### config.mk
export PLATFORM = sky130hd
export DESIGN_NAME = tag_proto_ctrl
export DESIGN_NICKNAME = d
export VERILOG_FILES = /design/src/rtl/tagctl_pkg.sv /design/src/rtl/tag_sync_det.sv /design/src/rtl/tag_status_flags.sv /design/src/rtl/tag_proto_ctrl.sv
export SDC_FILE = /design/constraint.sdc
export NUM_CORES = 1
export LEC_CHECK = 0
export ABC_AREA = 1
export BUFFER_PORTS_ARGS = -buffer_cell sky130_fd_sc_hd__clkbuf_2
export CORE_MARGIN = 1.5
export CORE_UTILIZATION = 45
export CTS_BUF_LIST = sky130_fd_sc_hd__clkbuf_8
export DETAILED_ROUTE_END_ITERATION = 8
export PLACE_DENSITY = 0.75
export RECOVER_POWER = 50
export SLEW_MARGIN = 20
export SYNTH_ARGS = -nofsm -noshare
export SYNTH_HDL_FRONTEND = slang
export SYNTH_SLANG_ARGS = --single-unit
### constraint.sdc
create_clock -name clk -period 2.6 [get_ports clk]
set_clock_uncertainty 0.15 [all_clocks]
set_input_delay 0.39 -clock clk [delete_from_list [all_inputs] [get_ports clk]]
set_output_delay 0.39 -clock clk [all_outputs]
set_load 0.05 [all_outputs]
### src/rtl/tagctl_pkg.sv
`timescale 1ns/1ps
package tagctl_pkg;

  localparam int OP_W = 3;

  typedef enum logic [3:0] {
    ST_PWR,
    ST_HALT,
    ST_CMD,
    ST_SLOT,
    ST_TXW,
    ST_FB,
    ST_WRITE,
    ST_ACCESS
  } tag_state_t;

  typedef enum logic [OP_W-1:0] {
    OP_WAKE   = 3'b000,
    OP_QUERY  = 3'b001,
    OP_WRITE  = 3'b010,
    OP_MODIFY = 3'b011,
    OP_KILL   = 3'b100
  } tag_op_t;

endpackage

### src/rtl/tag_sync_det.sv
`timescale 1ns/1ps
module tag_sync_det #(
  parameter int SYNC_ZEROS = 10
) (
  input  logic clk,
  input  logic rst,
  input  logic en,
  input  logic bit_valid,
  input  logic bit_in,
  output logic sync_hit
);
  localparam int RW = $clog2(SYNC_ZEROS + 1);
  localparam logic [RW-1:0] RUN_MAX = RW'(SYNC_ZEROS);

  logic [RW-1:0] run;

  // Zero-run counter, saturating at the preamble length; cleared outside search.
  always_ff @(posedge clk) begin
    if (rst || !en) begin
      run <= '0;
    end else if (bit_valid) begin
      if (bit_in)
        run <= '0;
      else if (run != RUN_MAX)
        run <= run + RW'(1);
    end
  end

  assign sync_hit = en && bit_valid && bit_in && (run == RUN_MAX);

endmodule

### src/rtl/tag_status_flags.sv
`timescale 1ns/1ps
module tag_status_flags #(
  parameter int NAK_W = 4
) (
  input  logic             clk,
  input  logic             rst,
  input  logic             fb_valid,
  input  logic             fb_ack,
  input  logic             kill_set,
  output logic             ack_q,
  output logic [NAK_W-1:0] nak_q,
  output logic             kill_q
);
  localparam logic [NAK_W-1:0] NAK_MAX = '1;

  always_ff @(posedge clk) begin
    if (rst) begin
      ack_q  <= 1'b0;
      nak_q  <= '0;
      kill_q <= 1'b0;
    end else begin
      if (fb_valid) begin
        if (fb_ack) begin
          ack_q <= 1'b1;
          nak_q <= '0;
        end else if (nak_q != NAK_MAX) begin
          nak_q <= nak_q + NAK_W'(1);
        end
      end
      if (kill_set)
        kill_q <= 1'b1;
    end
  end

  a_r6_nak_saturates: assert property (@(posedge clk) disable iff (rst)
    (fb_valid && !fb_ack && nak_q == NAK_MAX) |=> (nak_q == NAK_MAX));

  a_r6_ack_clears_nak: assert property (@(posedge clk) disable iff (rst)
    (fb_valid && fb_ack) |=> (ack_q && nak_q == '0));

  a_r9_kill_sticky: assert property (@(posedge clk) disable iff (rst)
    kill_q |=> kill_q);

endmodule

### src/rtl/tag_proto_ctrl.sv
`timescale 1ns/1ps
module tag_proto_ctrl
  import tagctl_pkg::*;
#(
  parameter int DATA_BITS  = 16,
  parameter int NAK_W      = 4,
  parameter int SYNC_ZEROS = 10
) (
  input  logic                          clk,
  input  logic                          rst,
  input  logic                          bit_valid,
  input  logic                          bit_in,
  input  logic                          slot_zero,
  input  logic                          tx_done,
  input  logic                          mem_rd_bit,
  output logic                          slot_load,
  output logic                          tx_load,
  output logic                          tx_start,
  output logic                          mem_we,
  output logic [$clog2(DATA_BITS)-1:0]  mem_addr,
  output logic                          mem_wdata,
  output logic                          ack_flag,
  output logic [NAK_W-1:0]              nak_count,
  output logic                          kill_flag
);
  localparam int AW = $clog2(DATA_BITS);
  localparam logic [AW-1:0] LAST_IDX = AW'(DATA_BITS - 1);
  localparam logic [AW-1:0] OP_LAST  = AW'(OP_W - 1);

  tag_state_t       state;
  tag_op_t          cmd;
  logic [OP_W-2:0]  op_sr;
  logic [AW-1:0]    idx;
  logic [OP_W-1:0]  opv;
  logic             sync_hit;
  logic             fb_valid;
  logic             kill_set;
  logic             bit_match;

  tag_sync_det #(.SYNC_ZEROS(SYNC_ZEROS)) u_sync (
    .clk       (clk),
    .rst       (rst),
    .en        (state == ST_HALT),
    .bit_valid (bit_valid),
    .bit_in    (bit_in),
    .sync_hit  (sync_hit)
  );

  assign opv       = {op_sr, bit_in};
  assign bit_match = (bit_in == mem_rd_bit);
  assign fb_valid  = (state == ST_FB) && bit_valid;
  assign kill_set  = (state == ST_ACCESS) && bit_valid && bit_match &&
                     (idx == LAST_IDX) && (cmd == OP_KILL);

  tag_status_flags #(.NAK_W(NAK_W)) u_flags (
    .clk      (clk),
    .rst      (rst),
    .fb_valid (fb_valid),
    .fb_ack   (bit_in),
    .kill_set (kill_set),
    .ack_q    (ack_flag),
    .nak_q    (nak_count),
    .kill_q   (kill_flag)
  );

  always_ff @(posedge clk) begin
    if (rst) begin
      state     <= ST_PWR;
      cmd       <= OP_WAKE;
      op_sr     <= '0;
      idx       <= '0;
      slot_load <= 1'b0;
      tx_load   <= 1'b0;
      tx_start  <= 1'b0;
      mem_we    <= 1'b0;
      mem_addr  <= '0;
      mem_wdata <= 1'b0;
    end else begin
      slot_load <= 1'b0;
      tx_load   <= 1'b0;
      tx_start  <= 1'b0;
      mem_we    <= 1'b0;
      case (state)
        ST_PWR: state <= ST_HALT;

        ST_HALT: begin
          if (sync_hit) begin
            state <= ST_CMD;
            idx   <= '0;
          end
        end

        ST_CMD: begin
          if (bit_valid) begin
            op_sr <= opv[OP_W-2:0];
            idx   <= idx + AW'(1);
            if (idx == OP_LAST) begin
              idx      <= '0;
              mem_addr <= '0;
              state    <= ST_HALT;
              case (opv)
                OP_WAKE, OP_QUERY: begin
                  if (!kill_flag && (opv == OP_WAKE || !ack_flag)) begin
                    tx_load   <= 1'b1;
                    slot_load <= 1'b1;
                    state     <= ST_SLOT;
                  end
                end
                OP_WRITE:
                  if (!kill_flag) state <= ST_WRITE;
                OP_MODIFY, OP_KILL: begin
                  if (!kill_flag) begin
                    cmd   <= tag_op_t'(opv);
                    state <= ST_ACCESS;
                  end
                end
                default: state <= ST_HALT;
              endcase
            end
          end
        end

        ST_SLOT: begin
          if (slot_zero && !slot_load) begin
            tx_start <= 1'b1;
            state    <= ST_TXW;
          end
        end

        ST_TXW: if (tx_done) state <= ST_FB;

        ST_FB: if (bit_valid) state <= ST_HALT;

        ST_WRITE: begin
          if (bit_valid) begin
            mem_we    <= 1'b1;
            mem_addr  <= idx;
            mem_wdata <= bit_in;
            idx       <= idx + AW'(1);
            if (idx == LAST_IDX) begin
              idx   <= '0;
              state <= ST_HALT;
            end
          end
        end

        ST_ACCESS: begin
          if (bit_valid) begin
            if (!bit_match) begin
              idx   <= '0;
              state <= ST_HALT;
            end else if (idx == LAST_IDX) begin
              idx   <= '0;
              state <= (cmd == OP_MODIFY) ? ST_WRITE : ST_HALT;
            end else begin
              idx      <= idx + AW'(1);
              mem_addr <= idx + AW'(1);
            end
          end
        end

        default: state <= ST_HALT;
      endcase
    end
  end

  a_r9_killed_silent: assert property (@(posedge clk) disable iff (rst)
    kill_flag |-> (!tx_load && !mem_we));

  a_r5_start_after_slot: assert property (@(posedge clk) disable iff (rst)
    tx_start |-> $past(slot_zero));

  a_r3_strobes_exclusive: assert property (@(posedge clk) disable iff (rst)
    $onehot0({tx_load, tx_start, mem_we}));

  a_r4_load_pairs_slot: assert property (@(posedge clk) disable iff (rst)
    $rose(tx_load) |-> slot_load);

endmodule

==> flow_summary_export.csv <==
group,metric,value,unit
outcome,outcome,"finished, final reports clean",
cells_and_area,antennaDiodeCount,0,
cts,cts_setup_buffers,0,
run,max-cap-violations,0,
logic_synthesis,synth-seq-cells,30,
global_routing,overflow,0,
power,pwr-share-comb,0.257,
setup_path,startpoint_type,"register",
logic_synthesis,ys_types,28,
drt,via_count,1632,
place,port_buffers,21,
logic_synthesis,syn-num-nets,267,
power,intPower,1040,uW
global_routing,grt_first_pass_wirelength,6470,microns
cells_and_area,final_common_cell,"nand2_1",
cells_and_area,final_cell_mix,"61 x nand2_1, 39 x nor2_1, 30 x dfxtp_1",
cells_and_area,nNetsFinal,290,
timing,final_hold_viol_count,0,
drt,totalWireLength,3770,microns
cts,cts.hold.buffers_added,0,
drt,drt_iter0_drc,88,
cells_and_area,syn_to_final_growth,13.6,%
cells_and_area,fin_util,0.534,
cts,cts.repair.resized,0,
power,ir_worst_vdd,384,uV
power,p_per_area,785,nW/um^2
global_routing,grt_pass1_vias,1456,
power,p_sw,508,uW
timing,tns,0,ps
logic_synthesis,syn_area,1730,sq um
drt,route.antenna.remaining_nets,0,
min_path,hold_start,"slot_zero",
die,start_util,0.470,
power,sequentialPowerShare,0.356,
min_path,min_path_type,"in2reg",
setup_path,r2r_end,"cmd[0]",
place,gp_congestion,0.876,
cts,clkTransAtPathRegs,70,ps
setup_path,crit_type,"reg2reg",
timing,finalCritPeriodShare,0.740,
logic_synthesis,yosysWarningCount,0,
die,rows,22,
min_path,holdPathEnd,"tx_start",
timing,relSlewSlack,0.602,
timing,rsz0062_at_grt,"no",
cts,clock_path_buffers,2,
drt,viasPerCell,4.99,
setup_path,rr_worst_depth,6,
timing,worst_pin_slew,599,ps
timing,setup_viol,0,
power,p_clk_frac,0.387,
power,swShare,0.329,
cts,cts_num_sinks,30,
drt,wire_per_inst,11.5,microns
timing,slew_violations,0,
drt,drc_errors,0,
min_path,holdPathStages,3,
global_routing,grt.total_usage,0.200,
die,die_w,65.1,microns
setup_path,regToRegSetupSlack,680,ps
cells_and_area,drive_gt1_frac,0.136,
setup_path,cp.arrival,1950,ps
die,coreArea,3690,sq um
cts,insertion_delay,290,ps
global_routing,antenna_found_initial,0,
logic_synthesis,yosysTopAreaCell,"dfxtp_1",
logic_synthesis,synth_area_leaders,"dfxtp_1 35%, nand2_1 13%, nor2_1 8.2%, inv_1 6.1%, a21oi_1 4.9%",
cts,htreeDepth,2,
setup_path,r2r_start,"state[1]",
logic_synthesis,synth-seq-area-share,0.346,
setup_path,cp_max_fo,8,
place,dpl.hpwl,2750,microns
timing,min_period,1920,ps
cts,cts_tree,"done",
power,p_leak,0.000822,uW
logic_synthesis,synth_top_area_frac,0.346,
logic_synthesis,synth_area_per_cell,6.80,sq um
die,ios,22,
logic_synthesis,synthCells,255,
timing,clock.fmax,520,MHz
drt,first_pass_iters,4,
die,die-area,4240,sq um
cts,root_buffer,"clkbuf_8",
setup_path,crit_path_end_kind,"register",
global_routing,grt_max_degree,15,
setup_path,worstPathRequired,2630,ps
cts,cts_buffers,5,
die,die_y,65.1,microns
[area by class of cell]
cell class / instances / area [sq um]
fillers: 398 / 1720
clock buffers: 6 / 82.6
multi-input cells: 188 / 960
well taps: 48 / 60.1
flip-flops and latches: 30 / 601
repair buffers: 21 / 86.3
clock inverters: 2 / 60.1
inverters: 32 / 120
[how the worst max path moves through the flow]
stage,from,end,slack (ps),depth (start not counted)
5_1_grt,state[1],cmd[0],500,6
3_5_place_dp,idx[0],cmd[0],920,8
3_3_place_gp,idx[0],cmd[1],920,8
4_1_cts,idx[0],cmd[1],880,8
6_report,state[1],cmd[0],680,6
2_1_floorplan,u_flags.nak_q[1],u_flags.nak_q[2],930,6
[routing by layer]
layer	track usage	up-vias	wire [microns]
met5	0	-	0
met4	0.107	0	63
met3	0.0417	8	145
met2	0.322	34	1770
met1	0.250	734	1800
li1	-	856	-
[stage by stage]
| step | power, uW | setup slack [ps] | std cells | hold slack, ps | area, sq um |
|---|---|---|---|---|---|
| global placement | 962 | 919 | 319 | 304 | 1860 |
| finish | 1550 | 677 | 327 | 196 | 1970 |
| global route | 1640 | 500 | 327 | 218 | 1970 |
| detailed placement | 969 | 917 | 319 | 308 | 1860 |
| floorplan | 912 | 932 | 255 | 289 | 1730 |
| CTS | 1570 | 875 | 327 | 192 | 2000 |
[critical path, cell delays in order (launching register included)]
cell     delay, ps
dfxtp_1        540
nand2_4         80
nor2_1         450
nand2_2        110
or2_4          270
o21ai_1        170
a21oi_1         50
[registers in the layout (all words and copies together) (netlist names)]
signal,flops
op_sr,2
mem_addr,4
idx,4
state,3
mem_wdata,1
u_flags.ack_q,1
tx_start,1
cmd,3
tx_load,1
u_flags.kill_q,1
u_sync.run,4
u_flags.nak_q,4
mem_we,1
[cell families (layout without fill, tap and decap cells)]
logic type / Yosys count / after routing / synth area share
compound gates: 35 / 35 / 0.109
xor+xnor: 4 / 4 / 0.0202
fa+ha+maj: 5 / 5 / 0.0361
buf+inv: 37 / 61 / 0.0931
flops: 30 / 30 / 0.346
simple gates: 144 / 144 / 0.395
[synthesized netlist by cell type]
cell,instances
nand3_2,5
buf_1,1
nor2_2,2
nand4_1,5
o21ai_1,3
ha_1,5
nor2_1,38
dfxtp_1,30
clkinv_1,1
buf_4,2
a21boi_0,1
or2_4,1
nor4_1,1
nand2_2,5
xnor2_1,1
a21oi_1,17
nand3_1,16
inv_2,3
buf_6,2
nand2_1,61
nand2_4,3
a21oi_2,2
nor2_4,4
nor3_1,3
xor2_1,3
o21ai_0,11
o21ai_2,1
inv_1,28
[power groups by stage]
stage	clock network (uW)	logic, uW	registers [uW]
finish	598	398	551
global placement	0	400	563
CTS	603	408	555
global route	626	455	558
floorplan	0	376	537
detailed placement	0	404	564
Note: power is estimated with default switching activity, not from simulation.
